## src/rtl/sdi_pkg.sv

```systemverilog
package sdi_pkg;
  typedef enum logic [2:0] {
    CMD_NORMAL = 3'd0,
    CMD_NOP    = 3'd1,
    CMD_PRE    = 3'd2,
    CMD_LMR    = 3'd3,
    CMD_REF    = 3'd4
  } sdram_cmd_e;

  typedef enum logic [3:0] {
    S_IDLE, S_NOP, S_WAIT, S_PRE, S_REF1, S_LMR, S_REF2, S_LMR2, S_NORM, S_DONE
  } seq_state_e;
endpackage

```

## src/rtl/sdi_wait_timer.sv

```systemverilog
module sdi_wait_timer #(
  parameter int unsigned WAIT_CYC = 5000,
  localparam int unsigned TW = $clog2(WAIT_CYC + 1)
) (
  input  logic clk_i,
  input  logic rst_ni,
  input  logic load_i,
  input  logic run_i,
  output logic zero_o
);
  logic [TW-1:0] cnt_q;

  always_ff @(posedge clk_i or negedge rst_ni) begin
    if (!rst_ni)                    cnt_q <= '0;
    else if (load_i)                cnt_q <= TW'(WAIT_CYC - 1);
    else if (run_i && cnt_q != '0)  cnt_q <= cnt_q - 1'b1;
  end

  assign zero_o = (cnt_q == '0);
endmodule

```

## src/rtl/sdi_burst_cnt.sv

```systemverilog
module sdi_burst_cnt #(
  parameter int unsigned MAX_CNT = 8,
  localparam int unsigned CW = $clog2(MAX_CNT + 1)
) (
  input  logic          clk_i,
  input  logic          rst_ni,
  input  logic          inc_i,
  input  logic [CW-1:0] lim_i,
  output logic          last_o
);
  logic [CW-1:0] cnt_q;

  assign last_o = (cnt_q == lim_i - 1'b1);

  always_ff @(posedge clk_i or negedge rst_ni) begin
    if (!rst_ni)       cnt_q <= '0;
    else if (inc_i)    cnt_q <= last_o ? '0 : cnt_q + 1'b1;
  end
endmodule

```

## src/rtl/sdi_cmd_decode.sv

```systemverilog
module sdi_cmd_decode
  import sdi_pkg::*;
(
  input  seq_state_e state_i,
  output logic [2:0] cmd_o,
  output logic       vld_o,
  output logic       busy_o
);
  always_comb begin
    cmd_o = CMD_NORMAL;
    vld_o = 1'b1;
    unique case (state_i)
      S_NOP:          cmd_o = CMD_NOP;
      S_PRE:          cmd_o = CMD_PRE;
      S_REF1, S_REF2: cmd_o = CMD_REF;
      S_LMR, S_LMR2:  cmd_o = CMD_LMR;
      S_NORM:         cmd_o = CMD_NORMAL;
      default:        vld_o = 1'b0;
    endcase
  end

  assign busy_o = (state_i != S_IDLE) && (state_i != S_DONE);
endmodule

```

## src/rtl/sdram_init_seq.sv

```systemverilog
module sdram_init_seq
  import sdi_pkg::*;
#(
  parameter int unsigned WAIT_CYC  = 5000,
  parameter int unsigned PRE_REFS  = 2,
  parameter int unsigned POST_REFS = 8,
  parameter int unsigned MODE_W    = 12
) (
  input  logic              clk_i,
  input  logic              rst_ni,
  input  logic              start_i,
  input  logic [MODE_W-1:0] mode_i,
  input  logic              lmr_again_i,
  input  logic              cmd_ack_i,
  output logic [2:0]        cmd_o,
  output logic              cmd_vld_o,
  output logic [MODE_W-1:0] cmd_arg_o,
  output logic              busy_o,
  output logic              done_o,
  output logic              refresh_en_o
);
  localparam int unsigned MAX_REFS = (PRE_REFS > POST_REFS) ? PRE_REFS : POST_REFS;
  localparam int unsigned CW       = $clog2(MAX_REFS + 1);

  seq_state_e        state_q, state_d;
  logic              fire, t_zero, b_last, b_inc, in_ref;
  logic [CW-1:0]     b_lim;
  logic [MODE_W-1:0] mode_q;
  logic              ref_en_q;
  logic              cap_start, cap_again;

  sdi_cmd_decode u_dec (
    .state_i (state_q),
    .cmd_o   (cmd_o),
    .vld_o   (cmd_vld_o),
    .busy_o  (busy_o)
  );

  assign fire = cmd_vld_o && cmd_ack_i;

  sdi_wait_timer #(.WAIT_CYC(WAIT_CYC)) u_tmr (
    .clk_i  (clk_i),
    .rst_ni (rst_ni),
    .load_i (state_q == S_NOP && fire),
    .run_i  (state_q == S_WAIT),
    .zero_o (t_zero)
  );

  assign in_ref = (state_q == S_REF1) || (state_q == S_REF2);
  assign b_inc  = in_ref && fire;
  assign b_lim  = (state_q == S_REF1) ? CW'(PRE_REFS) : CW'(POST_REFS);

  sdi_burst_cnt #(.MAX_CNT(MAX_REFS)) u_burst (
    .clk_i  (clk_i),
    .rst_ni (rst_ni),
    .inc_i  (b_inc),
    .lim_i  (b_lim),
    .last_o (b_last)
  );

  always_comb begin
    state_d = state_q;
    unique case (state_q)
      S_IDLE: if (start_i)        state_d = S_NOP;
      S_NOP:  if (fire)           state_d = S_WAIT;
      S_WAIT: if (t_zero)         state_d = S_PRE;
      S_PRE:  if (fire)           state_d = S_REF1;
      S_REF1: if (fire && b_last) state_d = S_LMR;
      S_LMR:  if (fire)           state_d = S_REF2;
      S_REF2: if (fire && b_last) state_d = lmr_again_i ? S_LMR2 : S_NORM;
      S_LMR2: if (fire)           state_d = S_NORM;
      S_NORM: if (fire)           state_d = S_DONE;
      default:                    state_d = state_q;
    endcase
  end

  always_ff @(posedge clk_i or negedge rst_ni) begin
    if (!rst_ni) state_q <= S_IDLE;
    else         state_q <= state_d;
  end

  // mode word is captured at launch and again when the extra load is chosen
  assign cap_start = (state_q == S_IDLE) && start_i;
  assign cap_again = (state_q == S_REF2) && fire && b_last && lmr_again_i;

  always_ff @(posedge clk_i or negedge rst_ni) begin
    if (!rst_ni)                     mode_q <= '0;
    else if (cap_start || cap_again) mode_q <= mode_i;
  end

  always_ff @(posedge clk_i or negedge rst_ni) begin
    if (!rst_ni)                           ref_en_q <= 1'b0;
    else if (state_q == S_NORM && fire)    ref_en_q <= 1'b1;
  end

  assign cmd_arg_o    = (cmd_vld_o && cmd_o == CMD_LMR) ? mode_q : '0;
  assign done_o       = (state_q == S_DONE);
  assign refresh_en_o = ref_en_q;
endmodule

```

## config.mk

```make
export PLATFORM = sky130hd
export DESIGN_NAME = sdram_init_seq
export DESIGN_NICKNAME = d
export VERILOG_FILES = /design/src/rtl/sdi_pkg.sv /design/src/rtl/sdi_wait_timer.sv /design/src/rtl/sdi_burst_cnt.sv /design/src/rtl/sdi_cmd_decode.sv /design/src/rtl/sdram_init_seq.sv
export SDC_FILE = /design/constraint.sdc
export NUM_CORES = 1
export LEC_CHECK = 0
export CORE_MARGIN = 2
export CORE_UTILIZATION = 55
export CTS_BUF_LIST = sky130_fd_sc_hd__clkbuf_4 sky130_fd_sc_hd__clkbuf_8
export CTS_CLUSTER_DIAMETER = 30
export CTS_CLUSTER_SIZE = 12
export DETAILED_ROUTE_END_ITERATION = 10
export DONT_BUFFER_PORTS = 1
export GPL_ROUTABILITY_DRIVEN = 0
export GPL_TIMING_DRIVEN = 0
export PLACE_DENSITY = 0.7
export SKIP_CTS_REPAIR_TIMING = 1
export SLEW_MARGIN = 20
export SYNTH_ARGS = -nofsm -noshare
export SYNTH_HDL_FRONTEND = slang
export SYNTH_SLANG_ARGS = --single-unit
```

## constraint.sdc

```tcl
create_clock -name clk_i -period 3.01 [get_ports clk_i]
set_input_delay 0.602 -clock clk_i [delete_from_list [all_inputs] [get_ports clk_i]]
set_output_delay 0.602 -clock clk_i [all_outputs]
set_load 0.005 [all_outputs]
```

==> reports/qor.txt <==
Outcome -> completed
Relative slew slack -> 53.4%
Final Hold Viols -> 0
Sequential area share after synthesis -> 43.7%
Yosys Warn Count -> 0
Largest net degree at the start of global routing -> 35
CTS max path bufs -> 2
Synth Instances -> 191
Crit path to -> mode_q[5]
Clock skew -> 6.10 ps
CTS Sinks -> 34
Die height -> 63.5 µm
Vias/cell -> 5.82
DR pass1 iterations -> 4
Post-synth top cells -> dfrtp_1, nand2_1, nor2_1
Yosys cell types -> 41
Crit-path max cell delay -> 540 ps
Pre-CTS WS -> 388 ps
RSZ-0062 raised after global routing -> no
Diodes inserted -> 0
Crit path top cell by count -> mux2_4
Yosys top cell area share -> 43.7%
Post-synth ARST share -> 100%
Die area -> 4030 µm²
#FFs+latches synth -> 34
Max-cap violations -> 0
Vias in the first global route -> 1463
Crit path DAT -> 2860 ps
Iter 0 DRT Violations -> 50
First-pass GRT wire length -> 6820 µm
Crit end category -> register
Global Route met2 Usage -> 35.8%
Htree depth -> 2
Post-DP HPWL -> 2770 µm
Syn Area/Cell -> 10.2 µm²
Fillers -> 296
Critical path class -> reg2reg
Gr busiest metal -> met2
ANT nets after route -> 0
Ports -> 36
Worst Path Required -> 3250 ps
Final worst slack -> 387 ps
Top_reg_cell synth -> dfrtp_1
CP Launch Point -> state_q[0]
Ranking of synthesized cells by area -> dfrtp_1, mux2_4, and3_1
Cts bufs inserted -> 5
Via count -> 1432
GR Util met3 -> 5.00%
Peak VDD IR -> 0.000538 V
Critical path's slowest cell -> or4b_4
WL per Instance -> 16.0 µm
DRC violations left -> 0
Final setup violation count -> 0
Share of cells above drive strength 1 -> 14.5%
Final WL -> 3940 µm
Worst Path Max Fanout -> 10
Hold Path Class -> in2async
P per Cell Area -> 971 nW/µm²
Die W -> 63.5 µm
Fmax -> 381 MHz
Port Buffer Count -> 0
M1 GR Usage -> 28.2%
Initial Util -> 57.8%
Core area -> 3360 µm²
Area delta synth->final -> 8.23%
Number of nets in the layout -> 219
Cell chain of the critical path -> buf_6 > or4b_4 > mux2_4 > or4_4 > o31ai_4 > buf_12 > mux2_4
Worst-Margin Slew -> 689 ps
TritonCTS clock tree -> yes
Setup TNS -> 0 ps
Root buffer cell -> clkbuf_4
Post-synthesis net count -> 211
GRT overflow -> 0
Clock latency at the later pin of the worst-skew pair -> 350 ps
Row count -> 21
Synthesized cell area -> 1950 µm²
FF-to-FF setup slack -> 390 ps
Fin crit period -> 2620 ps
Clock slew seen by the registers of the worst setup and hold paths -> 110 ps
Tcrit/Tclk final -> 87.1%
Worst Setup Start Kind -> register
Initial antenna violation count -> 0
GR Util All Layers -> 21.9%
Top-count cell post-synth -> dfrtp_1
Slew Limit Fails -> 0
EDFF count, synth -> 0
Yosys top cell by area -> dfrtp_1
RR Endpoint -> mode_q[5]
Leak -> 0.925 nW
R2r startpoint -> state_q[0]
R2R cell count -> 7
## routing by layer
| metal | vias to the layer above | wire length [µm] |
|---|---|---|
| met5 | - | 0 |
| met4 | 0 | 81 |
| met3 | 10 | 197 |
| met2 | 37 | 1930 |
| met1 | 690 | 1740 |
| li1 | 695 | - |
## worst min path at each step
stage	from	endpoint	slack [ps]	depth (start not counted)
final	rst_ni	u_tmr.cnt_q[0]	70	1
after global routing	rst_ni	u_tmr.cnt_q[9]	70	1
after CTS	rst_ni	refresh_en_o	-80	0
after detailed placement	rst_ni	u_burst.cnt_q[0]	310	0
after global placement	rst_ni	u_burst.cnt_q[0]	310	0
after floorplan	rst_ni	mode_q[0]	310	0
## stage by stage
stage                     hold WS [ps]  cells  cell area [µm²]  power [mW]  util [%]
after floorplan                    306    191             1950        1.50         -
after global placement             307    237             2000        1.64      59.6
after detailed placement           307    237             2000        1.68      59.6
after CTS                        -76.2    245             2090        2.04      62.0
after global routing              69.5    246             2110        2.20      62.6
final                             74.4    246             2110        2.04      62.6
## kinds of logic (layout without fill, tap and decap cells)
kind of cell / after synthesis / after routing / synth area share [%]
XOR/XNOR: 10 / 10 / 4.50
adder cells (fa/ha/maj): 3 / 3 / 1.93
AO/OA/AOI/OAI: 25 / 25 / 9.20
buffers and inverters: 13 / 22 / 3.73
multiplexers: 16 / 16 / 11.2
AND/OR/NAND/NOR: 90 / 90 / 25.7
flip-flops: 34 / 34 / 43.7
## where the power goes
part	switching (mW)	internal, mW	total (mW)
Combinational	0.469	0.422	0.891
Sequential	0.159	0.644	0.803
Clock	0.156	0.194	0.350
Total	0.783	1.26	2.04
## placed cells by master (no fill, tap or decap), drive strengths merged, types with 4 or more instances in the layout
| master | Yosys | layout |
|---|---|---|
| a21oi | 5 | 5 |
| and3 | 13 | 13 |
| clkbuf | 6 | 13 |
| dfrtp | 34 | 34 |
| inv | 5 | 5 |
| mux2 | 13 | 13 |
| nand2 | 20 | 20 |
| nand2b | 4 | 4 |
| nand3 | 6 | 6 |
| nor2 | 14 | 14 |
| nor2b | 5 | 5 |
| nor3 | 8 | 8 |
| o21ai | 9 | 9 |
| or4 | 4 | 4 |
| xor2 | 8 | 8 |
## critical path: cells and delay by family, from the launching register on
kind / cells / cell delay [ps]
AO/OA/AOI/OAI: 1 / 110
multiplexers: 2 / 630
flip-flops: 1 / 380
buffers and inverters: 2 / 340
AND/OR/NAND/NOR: 2 / 1050
## flip-flops by register name, summed over array words and instances, names as in the netlist
register and cells:
u_tmr.cnt_q 13, u_burst.cnt_q 4, refresh_en_o 1, mode_q 12, state_q 4
## area by class of cell
| type | instances | area [µm²] | area share (%) |
|---|---|---|---|
| Multi-Input combinational cell | 144 | 1020 | 48.5 |
| Sequential cell | 34 | 851 | 40.4 |
| Tap cell | 46 | 57.6 | 2.73 |
| Buffer | 8 | 53.8 | 2.55 |
| Clock buffer | 7 | 52.6 | 2.50 |
| Clock inverter | 1 | 30.0 | 1.43 |
| Timing Repair Buffer | 1 | 20.0 | 0.951 |
| Inverter | 5 | 18.8 | 0.891 |
Note: power is estimated with default switching activity, not from simulation.
